===== config.mk =====
export PLATFORM = sky130hd
export DESIGN_NAME = ipc_mailbox
export DESIGN_NICKNAME = d
export VERILOG_FILES = /design/src/rtl/ipc_mailbox.sv
export SDC_FILE = /design/constraint.sdc
export NUM_CORES = 1
export LEC_CHECK = 0
export BUFFER_PORTS_ARGS = -buffer_cell sky130_fd_sc_hd__buf_2
export CAP_MARGIN = 20
export CORE_ASPECT_RATIO = 1.4
export CORE_MARGIN = 1
export CORE_UTILIZATION = 45
export CTS_CLUSTER_DIAMETER = 60
export DETAILED_ROUTE_END_ITERATION = 8
export GPL_TIMING_DRIVEN = 0
export PLACE_DENSITY_LB_ADDON = 0.2
export SLEW_MARGIN = 20
export SYNTH_ARGS = -nofsm -noshare
export SYNTH_HDL_FRONTEND = slang
export SYNTH_SLANG_ARGS = --single-unit

===== constraint.sdc =====
create_clock -name clk -period 12.5 [get_ports clk]
set_clock_uncertainty 0.2 [all_clocks]
set_input_delay 3.125 -clock clk [delete_from_list [all_inputs] [get_ports clk]]
set_output_delay 3.125 -clock clk [all_outputs]
set_load 0.01 [all_outputs]

===== src/rtl/ipc_mailbox.sv =====
module ipc_mailbox #(
  parameter int          ADDR_W    = 8,
  parameter int          WORDS     = 4,
  parameter int unsigned WBUF_BASE = 32'h80,
  parameter int unsigned RBUF_BASE = 32'h90,
  parameter logic [7:0]  INIT_ID   = 8'h2C,
  localparam int         IW        = $clog2(WORDS)
) (
  input  logic                  clk,
  input  logic                  rst_n,
  input  logic                  hb_wr,
  input  logic                  hb_rd,
  input  logic                  hb_byte,
  input  logic [ADDR_W-1:0]     hb_addr,
  input  logic [31:0]           hb_wdata,
  output logic [31:0]           hb_rdata,
  output logic                  host_irq,
  output logic                  db_valid,
  output logic [31:0]           db_cmd,
  output logic [32*WORDS-1:0]   tx_payload,
  input  logic                  ctl_done,
  input  logic                  ctl_err,
  input  logic [7:0]            ctl_code,
  input  logic                  ctl_fill_we,
  input  logic [IW-1:0]         ctl_fill_idx,
  input  logic [31:0]           ctl_fill_data
);
  localparam int unsigned SPAN = 4 * WORDS;

  logic        busy, err, irq_q, db_q;
  logic [7:0]  code;
  logic [31:0] cmd_q;
  logic [31:0] rbuf [WORDS];
  logic [31:0] a32;
  logic [IW-1:0] widx;
  logic        cmd_wr, sts_hit, sts_rd, issue, done_ok, in_wb, in_rb;
  logic [31:0] rword, status;

  assign a32     = 32'(hb_addr);
  assign widx    = hb_addr[IW+1:2];
  assign cmd_wr  = hb_wr && (a32 == 32'h0);
  assign sts_hit = (a32 == 32'h4);
  assign sts_rd  = hb_rd && sts_hit;
  assign issue   = cmd_wr && !busy;
  assign done_ok = ctl_done && busy;
  assign in_wb   = (a32 >= WBUF_BASE) && (a32 < WBUF_BASE + SPAN);
  assign in_rb   = (a32 >= RBUF_BASE) && (a32 < RBUF_BASE + SPAN);

  assign host_irq = irq_q;
  assign db_valid = db_q;
  assign db_cmd   = cmd_q;
  assign status   = {8'h00, code, INIT_ID, cmd_q[15:12], 2'b00, err, busy};

  always_ff @(posedge clk) begin
    if (!rst_n) begin
      busy  <= 1'b0;
      err   <= 1'b0;
      code  <= 8'h00;
      cmd_q <= 32'h0;
      db_q  <= 1'b0;
      irq_q <= 1'b0;
    end else begin
      db_q <= issue;
      if (issue) begin
        busy  <= 1'b1;
        cmd_q <= hb_wdata;
        err   <= 1'b0;
        code  <= 8'h00;
      end else if (done_ok) begin
        busy <= 1'b0;
        err  <= ctl_err;
        code <= ctl_code;
      end
      if (done_ok && cmd_q[8]) irq_q <= 1'b1;
      else if (sts_rd)         irq_q <= 1'b0;
    end
  end

  for (genvar k = 0; k < WORDS; k++) begin : g_buf
    logic [31:0] wq;
    always_ff @(posedge clk) begin
      if (!rst_n) wq <= 32'h0;
      else if (hb_wr && in_wb && widx == IW'(k)) wq <= hb_wdata;
    end
    always_ff @(posedge clk) begin
      if (!rst_n) rbuf[k] <= 32'h0;
      else if (ctl_fill_we && ctl_fill_idx == IW'(k)) rbuf[k] <= ctl_fill_data;
    end
    assign tx_payload[32*k +: 32] = wq;
  end

  assign rword = rbuf[widx];

  always_comb begin
    hb_rdata = 32'h0;
    if (hb_rd) begin
      if (sts_hit)      hb_rdata = status;
      else if (in_rb)   hb_rdata = hb_byte ? {24'h0, rword[8*hb_addr[1:0] +: 8]} : rword;
    end
  end

  a_r2_issue: assert property (@(posedge clk) disable iff (!rst_n)
    (cmd_wr && !busy) |=> (busy && db_valid && db_cmd == $past(hb_wdata)));
  a_r2_single_pulse: assert property (@(posedge clk) disable iff (!rst_n)
    db_valid |=> !db_valid);
  a_r3_busy_drop: assert property (@(posedge clk) disable iff (!rst_n)
    (cmd_wr && busy) |=> (!db_valid && $stable(db_cmd)));
  a_r4_done_clears: assert property (@(posedge clk) disable iff (!rst_n)
    (busy && ctl_done) |=> !busy);
  a_r5_irq_hold: assert property (@(posedge clk) disable iff (!rst_n)
    (host_irq && !sts_rd) |=> host_irq);
  a_r6_poll_quiet: assert property (@(posedge clk) disable iff (!rst_n)
    (busy && ctl_done && !db_cmd[8] && !host_irq) |=> !host_irq);
  a_r10_idle_done: assert property (@(posedge clk) disable iff (!rst_n)
    (!busy && ctl_done && !cmd_wr) |=> ($stable(err) && $stable(code)));
endmodule


==> implementation parameters <==
Parameter                              Value

Global route
  Initial antenna violation count    2
  Overflow left after global routing    0
  GRT Resource Usage Total    25.6%
  Pin count of the biggest net entering global routing    15
  First-pass GRT wire length    52.7 mm
  Number of global-route vias before repair    8650

Logic synthesis
  Leading cell types by total area after synthesis    sky130_fd_sc_hd__edfxtp_1, sky130_fd_sc_hd__dfxtp_1, sky130_fd_sc_hd__mux4_2
  Synthesized netlist cell count    984
  EDFF count, synth    128
  Yosys top cell area share    between 30% and 40%
  Post-synthesis cell type count    35
  Per-instance average area after synthesis    12.4 um^2
  Synthesis warning total    0
  Share of flip-flops with an asynchronous set or reset after synthesis    0%
  Main flop type after synthesis    sky130_fd_sc_hd__dfxtp_1
  Total of flip-flops plus latches after synthesis    300
  Synthesized netlist net count    1074
  Post-synthesis cell type with the largest combined area    sky130_fd_sc_hd__edfxtp_1
  Register area share after synthesis    between 50% and 60%
  Post-Syn Area    12200 um^2

Worst setup path
  Crit start category    input pin
  Path type of the worst setup path    in -> out
  Beginning of the worst register-to-register path    busy
  Crit Path Max Fanout    10
  Required time reported for the critical path endpoint    9.17 ns
  Worst endpoint data arrival time    5.00 ns
  Crit end category    output port
  RR Endpoint    db_cmd[23]
  Worst Reg2Reg Path Length in Cells    4
  Slack of the worst reg-to-reg path    10.40 ns

Power
  Pwr Total    2060 uW
  Switching power of the nets    458 uW
  Combinational share of power    7.2%
  Worst vdd ir    0.105 mV
  Power density over cell area    135 nW/um^2
  Seq pwr share    between 50% and 60%
  Fraction of power spent switching nets    around 22%
  Leakage power    between 0.007 and 0.008 uW
  Cell-internal power    roughly 1600 uW
  Clock power frac    41.1%

Die
  Number of cell rows    70
  Number of primary I/O pins    284
  Die ar.    roughly 28000 um^2
  Die width    141 um
  Placeable Area    26400 um^2
  DIE HEIGHT    197 um
  Initial Util    46.3%

Clock network
  Clock sink count    300
  CTS tree    yes
  Worst-path clk slew    0.06 ns
  Total clock buffers created by CTS    29
  Max Buffers Root-to-Sink    3
  Source-to-sink clock delay at the later pin of the worst-skew pair    0.55 ns
  Number of levels in the clock H-tree    1
  Hold-fix buffers, CTS    0
  CTS Root Buffer Type    sky130_fd_sc_hd__clkbuf_16
  Setup repair bufs after CTS    0
  Post-cts gate resize count    0

Detailed routing
  DRC violation count after routing    0
  Vias per Instance    5.24
  Remaining number of nets flagged by the antenna check after routing    0
  First DRT Iteration DRCs    455
  Routed wire per std cell    between 20 and 25 um
  Via total after detailed routing    8823
  Drt pass-1 iters    4
  DRT Wirelength    ~36 mm

Finish
  Area added between synthesis and finish    24.7%
  Fin util    57.7%
  Layout cells sized above 1    between 30 and 40%
  Non-Filler Instances    roughly 1700
  Net count of the finished layout    1393
  Most frequent standard cell in the layout excluding fill and tap cells    sky130_fd_sc_hd__buf_2
  Leading cell types in the layout, fill and taps excluded    sky130_fd_sc_hd__buf_2, sky130_fd_sc_hd__dfxtp_1, sky130_fd_sc_hd__and2_1

Hold path
  Worst Hold Path EP    g_buf[3].wq[24]
  Worst hold-check path type    reg -> reg
  Critical hold path startpoint    g_buf[3].wq[24]
  Hold depth    2

Placement
  Post-Place Cells    1632
  Routability cong.    around 0.82
  Port-buffer cells    280
  DPL Wire Length    26.2 mm

STA
  Worst slew pin tran    0.844 ns
  Final hold vios    0
  Setup Viol. Count Final    0
  F_max    120 MHz
  RSZ-0062 raised after global routing    false
  Period utilisation layout    66.6%
  Max_slew headroom    43.8%
  Post-layout minimum cycle time    8.33 ns
  Slew Viols, Final    0
  Setup TNS    0 ns

Flow run
  Number of max-capacitance violations reported    0

Run status
  Outcome    finished clean
-- cells in the mapped netlist (all sizes together), types with 2 or more instances --
cell type,number
a21o,3
a21oi,43
a22o,40
a311oi,2
and2,142
and4,2
buf,37
clkbuf,30
dfxtp,172
edfxtp,128
inv,2
mux2i,98
mux4,44
nand2,94
nand2b,3
nand3,5
nand3b,2
nor2,104
nor2b,2
o21ai,4
o22ai,14
o31ai,6
-- power by group through the flow --
stage	Clock [uW]	Combinational, uW	Sequential [uW]
3_5_place_dp	0	148	1090
6_report	845	147	1070
2_1_floorplan	0	74.0	1090
5_1_grt	898	157	1070
4_1_cts	856	149	1070
3_3_place_gp	0	136	1090
-- kinds of logic after synthesis --
logic type | Yosys count | synth area share (%)
AO/OA/AOI/OAI | 114 | 6.33
flip-flops | 300 | 59.7
AND/OR/NAND/NOR | 359 | 14.9
buffers and inverters | 69 | 2.92
multiplexers | 142 | 16.2
-- metal layers --
layer	up-vias	GRT usage [%]	routed length, um
met5	-	0	31
met4	4	9.42	1120
met3	61	5.39	2690
met2	354	45.7	18200
met1	4262	30.0	13600
li1	4142	-	-
-- cell type report --
cell class / count / area (um^2)
tap: 360 / 450
inverter: 2 / 7.51
antenna: 2 / 5.00
fill: 2220 / 11200
buffer: 67 / 349
timing repair buffer: 288 / 1600
multi-input combinational: 615 / 4600
clock buffer: 42 / 838
clock inverter: 9 / 75.1
sequential: 300 / 7290
-- critical path, cell delays in order --
cell,delay [ns]
sky130_fd_sc_hd__buf_2,0.12
sky130_fd_sc_hd__buf_6,0.22
sky130_fd_sc_hd__buf_2,0.38
sky130_fd_sc_hd__nand3b_1,0.38
sky130_fd_sc_hd__o22ai_1,0.22
sky130_fd_sc_hd__o31ai_1,0.34
sky130_fd_sc_hd__buf_2,0.20
-- worst max-delay path by stage --
stage,from,end
floorplan,hb_addr[2],hb_rdata[12]
global placement,ctl_fill_idx[0],rbuf[0][1]
detailed placement,hb_addr[2],hb_rdata[1]
CTS,hb_addr[2],hb_rdata[1]
global route,hb_addr[2],hb_rdata[1]
finish,hb_addr[2],hb_rdata[1]
-- sequential cells by signal, summed over array words and instances (netlist names) --
name	cells
busy	1
host_irq	1
db_cmd	32
code	8
rbuf	128
db_valid	1
err	1
g_buf.wq	128
-- stage by stage --
stage	area (um^2)	hold slack, ns	worst slack [ns]
3_5_place_dp	14300	0.244	4.17
2_1_floorplan	12200	0.237	4.93
5_1_grt	15200	0.273	4.05
6_report	15200	0.253	4.17
3_3_place_gp	14100	0.240	4.04
4_1_cts	15200	0.253	4.16
No activity file was read; power rests on OpenSTA's default activity.
